$ cat src/rtl/bfc_pkg.sv
package bfc_pkg;

    typedef enum logic [1:0] {
        POL_FREEZE = 2'd0,
        POL_PNT    = 2'd1,
        POL_DELAY  = 2'd2,
        POL_RSVD   = 2'd3
    } policy_e;

    typedef struct packed {
        logic hold;      // keep fetch address, bubble into decode
        logic redirect;  // next fetch address is the branch target
        logic kill;      // discard instruction fetched this cycle
    } action_t;

endpackage

$ cat src/rtl/bfc_policy.sv
module bfc_policy
    import bfc_pkg::*;
(
    input  policy_e mode_i,
    input  logic    branch_i,
    input  logic    taken_i,
    output action_t act_o
);

    action_t act_d;

    always_comb begin
        act_d = '0;
        if (branch_i) begin
            unique case (mode_i)
                POL_PNT: begin
                    act_d.redirect = taken_i;
                    act_d.kill     = taken_i;
                end
                POL_DELAY: begin
                    act_d.redirect = taken_i;
                end
                default: begin
                    act_d.hold     = 1'b1;
                    act_d.redirect = taken_i;
                end
            endcase
        end
    end

    assign act_o = act_d;


    always_comb begin
        stall_squash_excl_chk: assert (!(act_o.hold && act_o.kill));
    end

endmodule

$ cat src/rtl/bfc_pc_seq.sv
module bfc_pc_seq
    import bfc_pkg::*;
#(
    parameter int          ADDR_W   = 32,
    parameter int          STEP     = 4,
    parameter logic [ADDR_W-1:0] RESET_PC = '0
) (
    input  logic              clk_i,
    input  logic              rst_ni,
    input  action_t           act_i,
    input  logic [ADDR_W-1:0] target_i,
    output logic [ADDR_W-1:0] pc_o,
    output logic [ADDR_W-1:0] next_pc_o,
    output logic              vld_o
);

    localparam logic [ADDR_W-1:0] STEP_W = ADDR_W'(STEP);

    typedef struct packed {
        logic [ADDR_W-1:0] pc;
        logic              vld;
    } seq_t;

    seq_t st_d, st_q;

    always_comb begin
        st_d = st_q;
        if (act_i.redirect) begin
            st_d.pc = target_i;
        end else if (act_i.hold) begin
            st_d.pc = st_q.pc;
        end else begin
            st_d.pc = st_q.pc + STEP_W;
        end
        st_d.vld = !(act_i.hold || act_i.kill);
    end

    always_ff @(posedge clk_i) begin
        if (!rst_ni) begin
            st_q.pc  <= RESET_PC;
            st_q.vld <= 1'b0;
        end else begin
            st_q <= st_d;
        end
    end

    assign pc_o      = st_q.pc;
    assign next_pc_o = st_d.pc;
    assign vld_o     = st_q.vld;


    seq_advance_chk: assert property (@(posedge clk_i) disable iff (!rst_ni)
        (!act_i.hold && !act_i.redirect) |=> (pc_o == $past(pc_o) + STEP_W));


    kill_bubble_chk: assert property (@(posedge clk_i) disable iff (!rst_ni)
        act_i.kill |=> !vld_o);


    hold_bubble_chk: assert property (@(posedge clk_i) disable iff (!rst_ni)
        (act_i.hold && !act_i.redirect) |=> (!vld_o && pc_o == $past(pc_o)));

endmodule

$ cat src/rtl/bfc_fetch_ctrl.sv
module bfc_fetch_ctrl
    import bfc_pkg::*;
#(
    parameter int          ADDR_W   = 32,
    parameter int          STEP     = 4,
    parameter logic [ADDR_W-1:0] RESET_PC = '0
) (
    input  logic              clk_i,
    input  logic              rst_ni,
    input  logic [1:0]        mode_i,
    input  logic              dec_branch_i,
    input  logic              br_taken_i,
    input  logic [ADDR_W-1:0] br_target_i,
    output logic [ADDR_W-1:0] fetch_pc_o,
    output logic [ADDR_W-1:0] next_pc_o,
    output logic              fetch_stall_o,
    output logic              squash_o,
    output logic              ifid_valid_o
);

    policy_e mode;
    logic    eff_branch;
    action_t act;

    assign mode       = policy_e'(mode_i);
    assign eff_branch = dec_branch_i && ifid_valid_o;

    bfc_policy u_policy (
        .mode_i   (mode),
        .branch_i (eff_branch),
        .taken_i  (br_taken_i),
        .act_o    (act)
    );

    bfc_pc_seq #(
        .ADDR_W   (ADDR_W),
        .STEP     (STEP),
        .RESET_PC (RESET_PC)
    ) u_seq (
        .clk_i     (clk_i),
        .rst_ni    (rst_ni),
        .act_i     (act),
        .target_i  (br_target_i),
        .pc_o      (fetch_pc_o),
        .next_pc_o (next_pc_o),
        .vld_o     (ifid_valid_o)
    );

    assign fetch_stall_o = act.hold;
    assign squash_o      = act.kill;


    delay_slot_kept_chk: assert property (@(posedge clk_i) disable iff (!rst_ni)
        (eff_branch && mode == POL_DELAY) |=> ifid_valid_o);


    pnt_fallthru_chk: assert property (@(posedge clk_i) disable iff (!rst_ni)
        (eff_branch && mode == POL_PNT && !br_taken_i) |=> ifid_valid_o);


    taken_redirect_chk: assert property (@(posedge clk_i) disable iff (!rst_ni)
        (eff_branch && br_taken_i) |=> (fetch_pc_o == $past(br_target_i)));


    squash_only_pnt_chk: assert property (@(posedge clk_i) disable iff (!rst_ni)
        squash_o |-> (mode == POL_PNT && br_taken_i));


    bubble_flag_ignored_chk: assert property (@(posedge clk_i) disable iff (!rst_ni)
        (!ifid_valid_o) |-> (!fetch_stall_o && !squash_o));

endmodule

$ cat config.mk
export PLATFORM = sky130hd
export DESIGN_NAME = bfc_fetch_ctrl
export DESIGN_NICKNAME = d
export VERILOG_FILES = /design/src/rtl/bfc_pkg.sv /design/src/rtl/bfc_policy.sv /design/src/rtl/bfc_pc_seq.sv /design/src/rtl/bfc_fetch_ctrl.sv
export SDC_FILE = /design/constraint.sdc
export NUM_CORES = 1
export LEC_CHECK = 0
export BUFFER_PORTS_ARGS = -buffer_cell sky130_fd_sc_hd__buf_4
export CAP_MARGIN = 5
export CORE_ASPECT_RATIO = 1.1
export CORE_MARGIN = 2
export CORE_UTILIZATION = 39
export CTS_BUF_LIST = sky130_fd_sc_hd__clkbuf_8
export CTS_CLUSTER_DIAMETER = 50
export DETAILED_ROUTE_END_ITERATION = 16
export PLACE_DENSITY_LB_ADDON = 0.1
export SETUP_SLACK_MARGIN = 0.15
export SYNTH_ARGS = -nofsm -noshare
export SYNTH_HDL_FRONTEND = slang
export SYNTH_SLANG_ARGS = --single-unit
$ cat constraint.sdc
create_clock -name clk_i -period 4.15 [get_ports clk_i]
set_input_delay 0.2075 -clock clk_i [delete_from_list [all_inputs] [get_ports clk_i]]
set_output_delay 0.2075 -clock clk_i [all_outputs]
set_load 0.005 [all_outputs]
==> results of run 1 <==
-- cell usage in the layout (no fill, tap or decap), types with 5 or more instances in the layout --
cell and instances:
inv_1 8, a21oi_1 12, o31ai_1 12, a211oi_1 7, a311oi_1 14, a31oi_1 19
nor2_1 32, nand3_1 14, buf_4 106, nand2_1 20, or4_1 9, dfxtp_1 33
or3_1 8, clkbuf_8 6, o21ai_0 5, nor3_1 8, xnor2_1 5, and2_1 6
-- cells by family (layout without fill, tap and decap cells) --
logic type,Yosys count,count (layout)
AND/OR/NAND/NOR,125,125
adder cells (fa/ha/maj),2,2
multiplexers,1,1
flip-flops,33,33
XOR/XNOR,7,7
AO/OA/AOI/OAI,79,79
buffers and inverters,59,121
-- synth_stat cells (2+ instances only) --
master	number
dfxtp_1	33
buf_4	32
nor2_1	32
nand2_1	20
a31oi_1	19
nand3_1	15
a311oi_1	14
clkbuf_1	14
a21oi_1	12
o31ai_1	12
or4_1	9
nor3_1	8
or3_1	8
a211oi_1	7
inv_1	7
and2_1	6
o21ai_0	5
xnor2_1	5
and4_1	4
nand4_1	4
or4_4	4
a311oi_2	3
nor4_1	3
and3_1	2
buf_2	2
buf_6	2
ha_1	2
nor4b_1	2
xor2_1	2
-- per-stage QoR --
stage / hold WS (ps) / worst slack, ps / power, mW
2_1_floorplan: 329 / 1770 / 0.498
3_3_place_gp: 469 / 1450 / 0.582
3_5_place_dp: 474 / 1410 / 0.583
4_1_cts: 175 / 1220 / 0.830
5_1_grt: 177 / 1090 / 0.870
6_report: 185 / 1220 / 0.818
-- where the power goes --
part | switching, mW | internal (mW) | leakage [nW]
Sequential | 0.0293 | 0.338 | 0.270
Clock | 0.115 | 0.129 | 0.0485
Combinational | 0.0854 | 0.121 | 0.937
Total | 0.230 | 0.588 | 1.26
-- per-layer routing --
layer	vias to the layer above	wire length [um]
li1	1268	-
met1	1139	2940
met2	75	2950
met3	5	413
met4	0	61
met5	-	0
-- worst max-delay path: stages (launching register included) --
cell and delay (ps):
dfxtp_1 450, nand4_2 210, or4_1 840, or4_1 590, a31oi_1 210, buf_4 140
-- final cells by class --
cell class / count / share of cell area (%)
inverter: 8 / 0.985
tap: 77 / 3.16
sequential: 33 / 21.7
multi-input combinational: 214 / 45.2
clock inverter: 1 / 0.123
clock buffer: 6 / 2.71
timing repair buffer: 106 / 26.1
-- sequential cells by signal, indices dropped and copies added, names as in the netlist --
register and flops:
u_seq.pc_o 32, u_seq.vld_o 1
-- worst paths after layout --
| kind | start | endpoint | slack, ps | cells past startpoint |
|---|---|---|---|---|
| max | u_seq.pc_o[12] | next_pc_o[25] | 1220 | 5 |
| min | rst_ni | u_seq.pc_o[4] | 180 | 2 |
| max reg2reg | u_seq.pc_o[12] | u_seq.pc_o[27] | 1670 | 4 |
| min reg2reg | u_seq.pc_o[0] | u_seq.pc_o[0] | 480 | 2 |
==> results.md, run 1 <==
- Status: complete, no violations
- CTS sink count: 33
- Syn_nets: 346
- Area of the multi-input gates: 1380 um2
- Largest family of logic cells by synthesized area: simple AND/OR/NAND/NOR gates
- Placed cell area: 2960 um2
- Layout fillers: 619
- Final Util: 52.2%
- First-pass GRT wire length: 10.7 mm
- Setup tns final: 0 ps
- Total grt overflow: 0
- Worst-path clk slew: 70 ps
- H-Tree Level Count: 2
- Clock tree root driver cell: clkbuf_8
- Post-synthesis instance area: 2390 um2
- Die footprint: 6780 um2
- FF/Latch Area: 661 um2
- Antenna cells: 0
- Max Slew Vio Count: 0
- M1 GR Usage: 24.6%
- Vias per cell: 5.59
- Global Route Usage Sum: 19.4%
- Via Count: 2487
- Post-cts hold buffer count: 0
- Yosys cell types: 47
- # rows: 29
- Routed Antenna Nets: 0
- Number of flops mapped to enable cells by yosys: 0
- Post-layout instance area: 3050 um2
- Post-CTS Resized: 0
- Hold Fails Final Rpt: 0
- Die Wd: 78.7 um
- Simple-Gate Fraction of Synth Area: 29.6%
- Unrepaired setup endpoints after global routing: false
- Layout cells sized above 1: 34.0%
- CP startpoint kind: flip-flop
- Leak Pwr: 1.26 nW
- Area growth, synth to finish: 27.3%
- Synth async-reset ratio: 0%
- Final non-filler cell total: 445
- Clk Latency, worst-skew pair: 280 ps
- DIE HEIGHT: 86.2 um
- Mapped Cells: 306
- Clock skew: 3.65 ps
- Yosys top cell by area: dfxtp_1
- Grt met3 use: 4.74%
- Final #Nets: 408
- DR WL/cell: 14.3 um
- Initial core utilization: 41.0%
- Post-synthesis register bit count: 33
- Critical Path Sink Type: output pin
- Iteration-0 DRC Markers: 77
- Most area-consuming cells after synthesis: dfxtp_1 (28%), buf_4 (10%), a311oi_1 (5.1%)
- Ys Warns: 0
- Sequential area share after synthesis: 27.6%
- Share of the synthesized area in the top cell type: 27.6%
- Pwr Density: 268 nW/um2
- CP required: 3940 ps
- Input/output buffers: 104
- Maxcap violations: 0
- Post-Route WL: 6.37 mm
- Post-Syn Area per Cell: 7.82 um2
- VDD IR-drop max: 0.134 mV
- Vias in the first global route: 2318
- Residual DRC count: 0
- Fin crit share: 70.6%
- GRT Max-Usage Layer: met2
- Slew headroom: 44.0%
- Detailed Routing Iterations Pass 1: 4
- Worst Max-Slew Pin Slew: 840 ps
- Total CTS buffers: 5
- Placed cell count: 438
- Setup violators final: 0
- Bufs on Longest Clock Path: 2
- Initial antenna violation count: 0
- Ports: 105
- Fmax: 0.341 GHz
- Post-route minimum period: 2930 ps
- WP data arrival: 2720 ps
- Synth Area in Adders: 1.05%
- Post-CTS setup buffers: 0
- Core Area: 5840 um2
- Compound-Gate Fraction of Synth Area: 23.8%
- Post-synthesis xor/xnor area fraction: 2.56%
- CTS tree: yes
- Largest net degree at the start of global routing: 48
- Post-synthesis mux area share: 0.418%
- Grt met2 use: 32.9%
- DPL Wire Length: 4.75 mm
- Critical path peak fanout: 16
- Hold crit path type: in2reg
- Critical path type: reg2out
- Gp weighted congestion: 0.794
- Top_reg_cell synth: dfxtp_1
(Power assumes the default switching activity.)
==> run 2: changes to the inputs <==
==> constraint.sdc (replaced) <==
create_clock -name clk_i -period 3 [get_ports clk_i]
set_input_delay 0.15 -clock clk_i [delete_from_list [all_inputs] [get_ports clk_i]]
set_output_delay 0.15 -clock clk_i [all_outputs]
set_load 0.005 [all_outputs]
==> results.md, run 2 (synthesis results as in run 1) <==
- Routed length on met1: 2.89 mm (was 2.94 mm)
- Core Area: 5840 um2 (unchanged)
- Gp weighted congestion: 0.808 (was 0.794)
- Post-Route WL: 6.49 mm (was 6.37 mm)
- Area growth, synth to finish: 28.4% (was 27.3%)
- Fin crit share: 89.6%
- CTS sink count: 33 (unchanged)
- Slew headroom: 61.4% (was 44.0%)
- Setup violators final: 0 (unchanged)
- Vias in the first global route: 2261 (was 2318)
- H-Tree Level Count: 2 (unchanged)
- Critical path type: reg2out (unchanged)
- Largest register FFs: 32 (unchanged)
- Status: complete, no violations (unchanged)
- Max Slew Vio Count: 0 (unchanged)
- Vias per cell: 5.48 (was 5.59)
- Bufs on Longest Clock Path: 2 (unchanged)
- Ports: 105 (unchanged)
- Total CTS buffers: 5 (unchanged)
- VDD IR-drop max: 0.170 mV (was 0.134 mV)
- DPL Wire Length: 4.87 mm (was 4.75 mm)
- CP required: 2850 ps (was 3940 ps)
- Initial core utilization: 41.0% (unchanged)
- WL met2: 2.97 mm (was 2.95 mm)
- Commonest non-fill, non-tap cell in the layout: buf_4 (unchanged)
- Clock tree root driver cell: clkbuf_8 (unchanged)
- Metal3 WL: 542 um (was 413 um)
- Die footprint: 6780 um2 (unchanged)
- Unrepaired setup endpoints after global routing: false (unchanged)
- Die Wd: 78.7 um (unchanged)
- Antenna cells: 0 (unchanged)
- Critical path peak fanout: 10 (was 16)
- Clk Latency, worst-skew pair: 290 ps (was 280 ps)
- Fmax: 0.372 GHz
- Initial antenna violation count: 0 (unchanged)
- Residual DRC count: 0 (unchanged)
- First-pass GRT wire length: 10.4 mm (was 10.7 mm)
- Post-route minimum period: 2690 ps
- Clock skew: 7.13 ps (was 3.65 ps)
- Post-CTS Resized: 0 (unchanged)
- Commonest cells after routing, fill and taps aside: buf_4 (109), dfxtp_1 (33), nor2_1 (32), nand2_1 (20), a31oi_1 (19) (was buf_4 (106), dfxtp_1 (33), nor2_1 (32), nand2_1 (20), a31oi_1 (19))
- Layout fillers: 589 (was 619)
- Via Count: 2455 (was 2487)
- Worst Max-Slew Pin Slew: 575 ps (was 840 ps)
- Leak Pwr: 1.27 nW (was 1.26 nW)
- Largest net degree at the start of global routing: 37 (was 48)
- CP startpoint kind: flip-flop (unchanged)
- CTS tree: yes (unchanged)
- Input/output buffers: 104 (unchanged)
- Maxcap violations: 0 (unchanged)
- Routed Antenna Nets: 0 (unchanged)
- DR WL/cell: 14.5 um (was 14.3 um)
- Hold Fails Final Rpt: 0 (unchanged)
- Total power: 1.14 mW (was 818 uW)
- Post-cts hold buffer count: 0 (unchanged)
- Critical Path Sink Type: output pin (unchanged)
- Setup tns final: 0 ps (unchanged)
- Setup slack, reg-to-reg: 710 ps (was 1670 ps)
- Total grt overflow: 0 (unchanged)
- Detailed Routing Iterations Pass 1: 4 (unchanged)
- Iteration-0 DRC Markers: 95 (was 77)
- Pwr Density: 370 nW/um2 (was 268 nW/um2)
- Layout cells sized above 1: 34.8% (was 34.0%)
- WP data arrival: 2540 ps (was 2720 ps)
- Top Layer Used: met4 (unchanged)
- Hold crit path type: in2reg (unchanged)
- # rows: 29 (unchanged)
- Final #Nets: 411 (was 408)
- Post-CTS setup buffers: 0 (unchanged)
- DIE HEIGHT: 86.2 um (unchanged)
- Global Route Usage Sum: 19.1% (was 19.4%)
- Worst-path clk slew: 60 ps (was 70 ps)
## run 2: cell types whose count changed in the layout (fill, tap and decap cells not counted)
| cell | delta |
|---|---|
| or4_4 | +1 |
| buf_4 | +3 |
| or4_1 | -1 |
## run 2: through the flow
step / area (um2) / instances / setup slack (ps) / hold slack, ps / utilization [%]
floorplan: 2390 / 306 / 733 / 272 / -
CTS: 3070 / 448 / 188 / 122 / 52.6
finish: 3070 / 448 / 311 / 126 / 52.6
global route: 3070 / 448 / 180 / 135 / 52.6
detailed placement: 2980 / 441 / 506 / 415 / 51.1
global placement: 2980 / 441 / 551 / 414 / 51.1
## run 2: cell type report
type	instances	area, um2	area share [%]
multi-input combinational	214	1380	45.0
inverter	8	30.0	0.977
clock buffer	6	82.6	2.69
timing repair buffer	109	818	26.6
clock inverter	1	3.75	0.122
sequential	33	661	21.5
tap	77	96.3	3.13
## run 2: where the power goes
group          switching [mW]  total (mW)  internal [mW]  leakage (nW)
Sequential             0.0401       0.507          0.467         0.270
Combinational           0.121       0.290          0.170         0.951
Clock                   0.161       0.340          0.179        0.0485
## run 2: worst paths after layout
check | start | end | depth (start not counted)
worst max register to register | u_seq.pc_o[5] | u_seq.pc_o[31] | 4
worst min register to register | u_seq.pc_o[0] | u_seq.pc_o[0] | 2
worst max-delay path | u_seq.pc_o[5] | next_pc_o[31] | 5
worst min-delay path | rst_ni | u_seq.pc_o[2] | 2
## run 2: metal layers
| metal | up-vias | global-route usage, % |
|---|---|---|
| met1 | 1102 | 23.7 |
| met2 | 81 | 31.2 |
| met4 | 0 | 6.54 |
| met5 | - | 0 |
| met3 | 8 | 6.00 |
| li1 | 1264 | - |
## run 2: worst max-delay path, stage by stage, from the launching register on
cell and delay, ps:
dfxtp_1 460, nand4_4 210, or4b_1 720, or4_4 550, a31oi_1 200, buf_4 140
